==> src/rtl/usb_in_ep_pkg.sv <==
package usb_in_ep_pkg;

    localparam logic [7:0] PID_DATA0 = 8'hC3;
    localparam logic [7:0] PID_DATA1 = 8'h4B;
    localparam logic [7:0] PID_NAK   = 8'h5A;
    localparam logic [7:0] PID_STALL = 8'h1E;

    typedef enum logic [2:0] {
        ST_IDLE,
        ST_HSHK,
        ST_PID,
        ST_DATA,
        ST_WAIT
    } ep_state_e;

    typedef enum logic [1:0] {
        SEL_CTRL   = 2'd0,
        SEL_COUNT  = 2'd1,
        SEL_BUF    = 2'd2,
        SEL_INTCLR = 2'd3
    } reg_sel_e;

    // nack at bit 0 up to enable at bit 4
    typedef struct packed {
        logic en;
        logic ie;
        logic toggle;
        logic stall;
        logic nack;
    } ep_ctrl_t;

    localparam ep_ctrl_t CTRL_RESET = '{en: 1'b0, ie: 1'b0, toggle: 1'b0,
                                        stall: 1'b0, nack: 1'b1};

    function automatic logic [7:0] data_pid(input logic tog);
        return tog ? PID_DATA1 : PID_DATA0;
    endfunction

endpackage

==> src/rtl/usb_in_ep_regs.sv <==
module usb_in_ep_regs
    import usb_in_ep_pkg::*;
#(
    parameter int MAX_PKT = 64,
    parameter int IDX_W   = $clog2(MAX_PKT),
    parameter int CNT_W   = $clog2(MAX_PKT + 1)
) (
    input  logic             clk,
    input  logic             rst,
    input  logic             reg_we,
    input  logic [1:0]       reg_sel,
    input  logic [IDX_W-1:0] reg_idx,
    input  logic [7:0]       reg_wdata,
    input  logic             hw_ack,
    input  logic [IDX_W-1:0] rd_idx,
    output ep_ctrl_t         ctrl,
    output logic [CNT_W-1:0] byte_cnt,
    output logic [7:0]       rd_byte,
    output logic             int_flag
);

    localparam logic [CNT_W-1:0] CNT_MAX = CNT_W'(MAX_PKT);

    logic [7:0] mem [MAX_PKT];

    logic wr_ctrl, wr_cnt, wr_buf, wr_clr;
    assign wr_ctrl = reg_we && (reg_sel_e'(reg_sel) == SEL_CTRL);
    assign wr_cnt  = reg_we && (reg_sel_e'(reg_sel) == SEL_COUNT);
    assign wr_buf  = reg_we && (reg_sel_e'(reg_sel) == SEL_BUF);
    assign wr_clr  = reg_we && (reg_sel_e'(reg_sel) == SEL_INTCLR) && reg_wdata[0];

    always_ff @(posedge clk) begin
        if (wr_buf) mem[reg_idx] <= reg_wdata;
    end

    assign rd_byte = mem[rd_idx];

    always_ff @(posedge clk) begin
        if (rst) begin
            byte_cnt <= '0;
        end else if (wr_cnt) begin
            if (reg_wdata > 8'(MAX_PKT)) byte_cnt <= CNT_MAX;
            else                         byte_cnt <= CNT_W'(reg_wdata);
        end
    end

    // hardware completion wins over a same-cycle firmware write
    always_ff @(posedge clk) begin
        if (rst) begin
            ctrl <= CTRL_RESET;
        end else begin
            if (wr_ctrl) ctrl <= ep_ctrl_t'(reg_wdata[4:0]);
            if (hw_ack) begin
                ctrl.toggle <= ~ctrl.toggle;
                ctrl.nack   <= 1'b1;
            end
        end
    end

    always_ff @(posedge clk) begin
        if (rst)         int_flag <= 1'b0;
        else if (hw_ack) int_flag <= 1'b1;
        else if (wr_clr) int_flag <= 1'b0;
    end

    AST_ACK_HANDOVER: assert property (@(posedge clk) disable iff (rst)
        hw_ack |=> (ctrl.nack && int_flag && (ctrl.toggle != $past(ctrl.toggle))));

    AST_FLAG_STICKY: assert property (@(posedge clk) disable iff (rst)
        (int_flag && !wr_clr) |=> int_flag);

    AST_CNT_LIMIT: assert property (@(posedge clk) disable iff (rst)
        wr_cnt |=> (byte_cnt <= CNT_MAX));

endmodule

==> src/rtl/usb_in_ep_seq.sv <==
module usb_in_ep_seq
    import usb_in_ep_pkg::*;
#(
    parameter int IDX_W = 6,
    parameter int CNT_W = 7
) (
    input  logic             clk,
    input  logic             rst,
    input  logic             ep_en,
    input  logic             ep_stall,
    input  logic             ep_nack,
    input  logic             ep_toggle,
    input  logic [CNT_W-1:0] byte_cnt,
    input  logic [7:0]       rd_byte,
    input  logic             tok_in,
    input  logic             hs_ack,
    input  logic             hs_timeout,
    input  logic             tx_ready,
    output logic             tx_valid,
    output logic [7:0]       tx_data,
    output logic             tx_last,
    output logic [IDX_W-1:0] rd_idx,
    output logic             hw_ack
);

    ep_state_e        st_q;
    logic [7:0]       pid_q;
    logic [CNT_W-1:0] len_q;
    logic [CNT_W-1:0] idx_q;
    logic             data_end;

    assign data_end = (idx_q == len_q - CNT_W'(1));
    assign rd_idx   = idx_q[IDX_W-1:0];
    assign hw_ack   = (st_q == ST_WAIT) && hs_ack;

    always_comb begin
        tx_valid = 1'b0;
        tx_data  = 8'h00;
        tx_last  = 1'b0;
        unique case (st_q)
            ST_HSHK: begin
                tx_valid = 1'b1;
                tx_data  = pid_q;
                tx_last  = 1'b1;
            end
            ST_PID: begin
                tx_valid = 1'b1;
                tx_data  = pid_q;
                tx_last  = (len_q == '0);
            end
            ST_DATA: begin
                tx_valid = 1'b1;
                tx_data  = rd_byte;
                tx_last  = data_end;
            end
            default: ;
        endcase
    end

    always_ff @(posedge clk) begin
        if (rst) begin
            st_q  <= ST_IDLE;
            pid_q <= 8'h00;
            len_q <= '0;
            idx_q <= '0;
        end else begin
            unique case (st_q)
                ST_IDLE: begin
                    if (tok_in && ep_en) begin
                        if (ep_stall) begin
                            pid_q <= PID_STALL;
                            st_q  <= ST_HSHK;
                        end else if (ep_nack) begin
                            pid_q <= PID_NAK;
                            st_q  <= ST_HSHK;
                        end else begin
                            pid_q <= data_pid(ep_toggle);
                            len_q <= byte_cnt;
                            idx_q <= '0;
                            st_q  <= ST_PID;
                        end
                    end
                end
                ST_HSHK: if (tx_ready) st_q <= ST_IDLE;
                ST_PID: begin
                    if (tx_ready) st_q <= (len_q == '0) ? ST_WAIT : ST_DATA;
                end
                ST_DATA: begin
                    if (tx_ready) begin
                        if (data_end) st_q <= ST_WAIT;
                        else          idx_q <= idx_q + CNT_W'(1);
                    end
                end
                ST_WAIT: begin
                    if (hs_ack || hs_timeout) st_q <= ST_IDLE;
                end
                default: st_q <= ST_IDLE;
            endcase
        end
    end

    AST_DISABLED_SILENT: assert property (@(posedge clk) disable iff (rst)
        (st_q == ST_IDLE && tok_in && !ep_en) |=> !tx_valid);

    AST_STALL_FIRST: assert property (@(posedge clk) disable iff (rst)
        (st_q == ST_IDLE && tok_in && ep_en && ep_stall)
        |=> (tx_valid && tx_last && tx_data == PID_STALL));

    AST_NAK_REPLY: assert property (@(posedge clk) disable iff (rst)
        (st_q == ST_IDLE && tok_in && ep_en && !ep_stall && ep_nack)
        |=> (tx_valid && tx_last && tx_data == PID_NAK));

    AST_HOLD_BYTE: assert property (@(posedge clk) disable iff (rst)
        (tx_valid && !tx_ready) |=> tx_valid);

    AST_NO_STRAY_ACK: assert property (@(posedge clk) disable iff (rst)
        (st_q != ST_WAIT) |-> !hw_ack);

endmodule

==> src/rtl/usb_in_ep_engine.sv <==
module usb_in_ep_engine
    import usb_in_ep_pkg::*;
#(
    parameter int MAX_PKT = 64,
    parameter int IDX_W   = $clog2(MAX_PKT)
) (
    input  logic             clk,
    input  logic             rst,
    input  logic             reg_we,
    input  logic [1:0]       reg_sel,
    input  logic [IDX_W-1:0] reg_idx,
    input  logic [7:0]       reg_wdata,
    input  logic             tok_in,
    input  logic             hs_ack,
    input  logic             hs_timeout,
    input  logic             tx_ready,
    output logic             tx_valid,
    output logic [7:0]       tx_data,
    output logic             tx_last,
    output logic [4:0]       ep_ctrl_o,
    output logic             int_flag_o,
    output logic             irq_o
);

    localparam int CNT_W = $clog2(MAX_PKT + 1);

    ep_ctrl_t         ctrl;
    logic [CNT_W-1:0] byte_cnt;
    logic [7:0]       rd_byte;
    logic [IDX_W-1:0] rd_idx;
    logic             hw_ack;
    logic             int_flag;

    usb_in_ep_regs #(
        .MAX_PKT (MAX_PKT),
        .IDX_W   (IDX_W),
        .CNT_W   (CNT_W)
    ) u_regs (
        .clk       (clk),
        .rst       (rst),
        .reg_we    (reg_we),
        .reg_sel   (reg_sel),
        .reg_idx   (reg_idx),
        .reg_wdata (reg_wdata),
        .hw_ack    (hw_ack),
        .rd_idx    (rd_idx),
        .ctrl      (ctrl),
        .byte_cnt  (byte_cnt),
        .rd_byte   (rd_byte),
        .int_flag  (int_flag)
    );

    usb_in_ep_seq #(
        .IDX_W (IDX_W),
        .CNT_W (CNT_W)
    ) u_seq (
        .clk        (clk),
        .rst        (rst),
        .ep_en      (ctrl.en),
        .ep_stall   (ctrl.stall),
        .ep_nack    (ctrl.nack),
        .ep_toggle  (ctrl.toggle),
        .byte_cnt   (byte_cnt),
        .rd_byte    (rd_byte),
        .tok_in     (tok_in),
        .hs_ack     (hs_ack),
        .hs_timeout (hs_timeout),
        .tx_ready   (tx_ready),
        .tx_valid   (tx_valid),
        .tx_data    (tx_data),
        .tx_last    (tx_last),
        .rd_idx     (rd_idx),
        .hw_ack     (hw_ack)
    );

    assign ep_ctrl_o  = ctrl;
    assign int_flag_o = int_flag;
    assign irq_o      = int_flag & ctrl.ie;

endmodule

==> config.mk <==
export PLATFORM = sky130hd
export DESIGN_NAME = usb_in_ep_engine
export DESIGN_NICKNAME = d
export VERILOG_FILES = /design/src/rtl/usb_in_ep_pkg.sv /design/src/rtl/usb_in_ep_regs.sv /design/src/rtl/usb_in_ep_seq.sv /design/src/rtl/usb_in_ep_engine.sv
export SDC_FILE = /design/constraint.sdc
export NUM_CORES = 1
export LEC_CHECK = 0
export ABC_AREA = 1
export ABC_CLOCK_PERIOD_IN_PS = 2050
export BUFFER_PORTS_ARGS = -buffer_cell sky130_fd_sc_hd__buf_4
export CAP_MARGIN = 20
export CORE_MARGIN = 2
export CORE_UTILIZATION = 58
export DETAILED_ROUTE_END_ITERATION = 7
export PLACE_DENSITY = 0.83
export SYNTH_ARGS = -nofsm -noshare
export SYNTH_HDL_FRONTEND = slang
export SYNTH_SLANG_ARGS = --single-unit
==> constraint.sdc <==
create_clock -name clk -period 2.05 [get_ports clk]
set_input_delay 0.41 -clock clk [delete_from_list [all_inputs] [get_ports clk]]
set_output_delay 0.41 -clock clk [all_outputs]
set_load 0.1 [all_outputs]
* Word level (Yosys, flattened, before mapping)
Memories as Yosys holds them, arrays and structs flattened. A register that Yosys moved wholly into a read port is not among the register bits. Index checks and enable logic that the tools add are counted.
Storage, ports and cells: register bits 38, RAM bits 512, input bits 23, output and inout bits 17, logic and storage cells 88, memories 1
Operators by class: add/subtract/negate cells 2, $lt $le $gt $ge 1, equal/unequal tests 17, muxes and demuxes 31, bitwise logic cells 4, reduce and logical (&&, ||, !) cells 21
Memories:
- u_regs.mem | words 64, width 8, rd ports 1, clocked after memory_dff 1, write ports 1, line usb_in_ep_regs.sv:24 | logic [7:0] mem [MAX_PKT];
Operators with widths (number):
- 7-bit two-way mux | 6
- 3-bit two-way mux | 9
- 8-bit two-way mux | 3
- 8-bit case mux with 2 select lines | 1
- 3-bit case mux with 5 select lines | 1
- 2-bit != test (second input constant) | 7
- 7-bit case mux with 2 select lines | 1
- 6-bit two-way mux | 2
- 6-bit AND reduction | 2
- 8-bit by 7-bit > comparator with 1-bit output (second input constant) | 1
- 7-bit by 1-bit adder with 7-bit output (second input constant) | 1
- 7-bit == test | 1
- 1-bit logical AND | 7
- 7-bit zero test | 1
- 7-bit by 1-bit subtractor with 7-bit output (second input constant) | 1
- 3-bit by 2-bit == test with 1-bit output (second input constant) | 2
- 1-bit two-way mux | 6
- 2-bit nonzero test | 3
- 2-bit == test (second input constant) | 2
- 2-bit by 1-bit != test with 1-bit output (second input constant) | 2
- 4-bit AND reduction | 1
- 2-bit OR reduction | 2
- 3-bit by 1-bit == test with 1-bit output (second input constant) | 1
- 3-bit == test (second input constant) | 1
- 10 further kinds | 12

* Logic depth before layout (Yosys ltp)
word-level depth 7, gate-level depth with buffers 14, depth with buffers taken out 14

* By module
Synthesis repeated with hierarchy kept, for this count alone.
Unflattened totals: cells, all modules 2121, area, all modules 23252.3 um^2
Modules (own cells, without submodules):
- usb_in_ep_regs | instances 1, cells each 1861, area each 21583.2 um^2, sequential area each 15635.0 um^2
- usb_in_ep_seq | instances 1, cells each 258, area each 1661.6 um^2, sequential area each 480.5 um^2
- usb_in_ep_engine | instances 1, cells each 2, area each 7.5 um^2, sequential area each 0.0 um^2

* Worst setup path before layout
No wires, ideal clock.
path kind register -> output, start point register with a tool-made name, end point output tx_data[5], arrival time 2.650 ns, data required time 1.640 ns, slack -1.010 ns, stages on the path, launching flop included 13, buffers on the path 3, cells stage by stage dfxtp_1 buf_6 inv_4 buf_6 buf_4 nand2_1 nand3_1 nand3_1 nand2_1 nand2_1 nand3_1 nand3_1 a21oi_1
RTL lines:
- end, declared | line usb_in_ep_engine.sv:18 | output logic [7:0] tx_data,

==> results.cfg <==
[status]
status = finished, violations left
violations = negative setup slack

[clock_network]
numClockSinks = 555
holdBufCountCts = 0
cts_buffers = 54
path_clk_slew_ns = 0.07
clockRootBuffer = clkbuf_16
cts.htree.levels = 2
cts_buffer_depth = 3
clkLatencyLatePin_ns = 0.61
cts_tree = yes

[floorplan]
start_util_pct = 58.74
die_h_um = 204.4
die_w_um = 204.4
io_pins = 40
die-area_um2 = 41770
fp-row-count = 73
core_area_um2 = 39640

[drt]
dr_wl_met3_um = 7095
drt_pass1_iterations = 8
top_layer = met4
drt-wirelength-per-cell_um = 22.55
drt_iter0_drc = 2769
wl_met2_um = 31450
wl_met1_um = 22530
drc = 0
num_vias = 17590
via_per_inst = 6.165
drt_wl_total_um = 64350
drtAntennaViolNets = 0

[global_routing]
antenna_found_initial = 0
grt.overflow.total = 0
track_usage_pct = 31.11
grt_pass1_vias = 17320
grt_max_degree = 68
grt_pass1_wl_um = 98240

[final_layout]
nFillCells = 2427
seq_area_um2 = 16250
fin_cells = 2854
drive_above_1_share_pct = 19.62
area_delta_synth_final_pct = 20.69
multiInputGateArea_um2 = 6663
final_area_um2 = 28100
antenna_cells = 0
final_nets = 2311

[sta]
skew_ns = 0.01117
period_minus_slack_ns = 2.991
max_clock_freq_mhz = 334.3
setup_viol = 9
rsz0062_at_grt = true
relSlewSlack_pct = 41.70
slew_violations = 0
fin_ws_ns = -0.9410
worst_pin_slew_ns = 0.8745
fin_crit_sh_pct = 145.9
hold_violations = 0

[placed_design]
dp_hpwl_um = 37660
place_ws_ns = -0.4228
place_congestion = 0.9272
dp.cells = 2744
portBuffers = 39
placed_cell_area_um2 = 25380

[min_path]
worstHoldPathCells = 2
hold_class = in2reg

[worst_setup_path]
crit_required_ns = 1.64
crit_fanout = 7
crit_path_end_kind = primary output
critPathLaunchType = register
r2r_cells = 10
critPathKind = reg2out
cp.arrival_ns = 2.58

[yosys]
yosysWarnings = 0
netlist_instances = 2133
synth_area_um2 = 23290
synth_seq_area_share_pct = 69.72
synth-seq-cells = 555
synth_area_per_cell_um2 = 10.92
syn_nets = 2159
synth_cell_type_count = 35

[pwr]
fin_total_pwr_mw = 28.82
p_leak_nw = 10.51
p_per_area_nw_per_um2 = 1026
ir_drop_uv = 674.3

[flow_run]
maxCapViolations = 0
-- critical path, stage by stage (launching register included) --
cell	delay (ns)
dfxtp_4	0.44
clkinv_8	0.13
buf_12	0.17
buf_12	0.13
nand2_1	0.08
nand3_1	0.12
nand3_1	0.12
nand2_2	0.09
nand2_1	0.08
nand3_1	0.08
nand3_1	0.12
nand2_2	0.09
nand2_2	0.08
nand2_4	0.06
buf_12	0.16
-- logic make-up after synthesis --
group                    after synthesis  share of synthesized area (%)
AND/OR/NAND/NOR                     1329                          24.31
flip-flops                           555                          69.72
buffers and inverters                178                          4.046
AO/OA/AOI/OAI                         60                          1.456
XOR/XNOR                               8                         0.3009
adder cells (fa/ha/maj)                3                         0.1612
-- power by group --
group / switching [mW] / internal (mW)
Combinational: 3.91 / 1.74
Clock: 4.28 / 6.20
Sequential: 0.186 / 12.5
Total: 8.37 / 20.4
-- synth_stat cells --
cell type / number / area, µm²
clkbuf_1: 15 / 56.30
nand3_1: 456 / 2282
o21bai_1: 5 / 37.54
buf_2: 37 / 185.2
inv_2: 5 / 18.77
o21ai_0: 21 / 105.1
buf_4: 48 / 360.4
nor2_4: 2 / 22.52
nand2_1: 723 / 2714
xor2_1: 4 / 35.03
edfxtp_1: 512 / 15370
o41ai_1: 1 / 8.760
inv_4: 1 / 6.260
nand2_4: 2 / 22.52
nor2_1: 114 / 427.9
nor3_2: 1 / 10.01
nand2_2: 1 / 6.260
buf_6: 6 / 67.56
nand3b_1: 2 / 15.01
a211oi_4: 1 / 20.02
xnor2_1: 4 / 35.03
inv_1: 51 / 191.4
ha_1: 3 / 37.54
o21ai_2: 1 / 8.760
dfxtp_1: 43 / 860.8
a31oi_1: 1 / 6.260
nand4_1: 4 / 25.02
or2_2: 2 / 12.51
o21a_1: 1 / 7.510
buf_1: 14 / 52.55
a21oi_1: 29 / 145.1
clkinv_1: 1 / 3.750
nand3_2: 2 / 20.02
nor2_2: 3 / 18.77
nor3_1: 17 / 85.08
-- stage by stage --
stage / TNS, ns / util (%) / hold WS, ns
detailed placement: -2.939 / 64.02 / 0.4545
global placement: -2.608 / 64.02 / 0.4485
floorplan: -0.3112 / - / 0.4408
global route: -8.206 / 70.90 / 0.09221
CTS: -7.261 / 70.12 / 0.07646
finish: -7.580 / 70.90 / 0.1018
-- path summary, 6_finish.rpt --
| check | start | slack (ns) | end |
|---|---|---|---|
| worst max register to register | u_seq.st_q[2] | 0.15 | register |
| worst min register to register | u_regs.byte_cnt[5] | 0.46 | u_regs.byte_cnt[5] |
| worst min-delay path | rst | 0.10 | u_regs.int_flag |
| worst max-delay path | register | -0.94 | tx_data[2] |
-- cell usage in the layout (no fill, tap or decap), types with 17 or more instances in the layout --
| cell | Yosys | routed |
|---|---|---|
| inv_1 | 51 | 48 |
| nand2_1 | 723 | 673 |
| clkbuf_16 | 0 | 55 |
| o21ai_0 | 21 | 20 |
| dfxtp_1 | 43 | 35 |
| buf_12 | 0 | 49 |
| buf_4 | 48 | 153 |
| nor3_1 | 17 | 17 |
| nand2_2 | 1 | 43 |
| nand3_2 | 2 | 71 |
| edfxtp_1 | 512 | 512 |
| a21oi_1 | 29 | 28 |
| nor2_1 | 114 | 111 |
| nand3_1 | 456 | 386 |
-- metal layers --
layer | vias up | global-route usage, %
li1 | 7684 | -
met2 | 1303 | 51.85
met5 | - | 0
met1 | 8372 | 39.22
met4 | 0 | 16.25
met3 | 235 | 5.421
-- area by class of cell --
class / instances / area share (%)
Inverter: 58 / 0.8370
Clock inverter: 35 / 1.531
Timing Repair Buffer: 216 / 8.583
Multi-Input combinational cell: 1400 / 23.71
Clock buffer: 65 / 5.173
Tap cell: 525 / 2.337
Sequential cell: 555 / 57.83
-- state kept, by name, summed over array words and instances (netlist names), named ones only --
register,count
u_regs.ctrl,5
u_regs.int_flag,1
u_seq.pid_q,7
u_seq.len_q,7
u_seq.idx_q,7
u_seq.st_q,3
u_regs.byte_cnt,7
u_regs.mem,512
-- what timing repair did --
item,CTS,global route
setup buffers,4,3
pin swaps,7,24
endpoints found under the setup margin,9,9
gates resized for setup,91,76
gates cloned,4,0
Note: power is estimated with default switching activity, not from simulation.
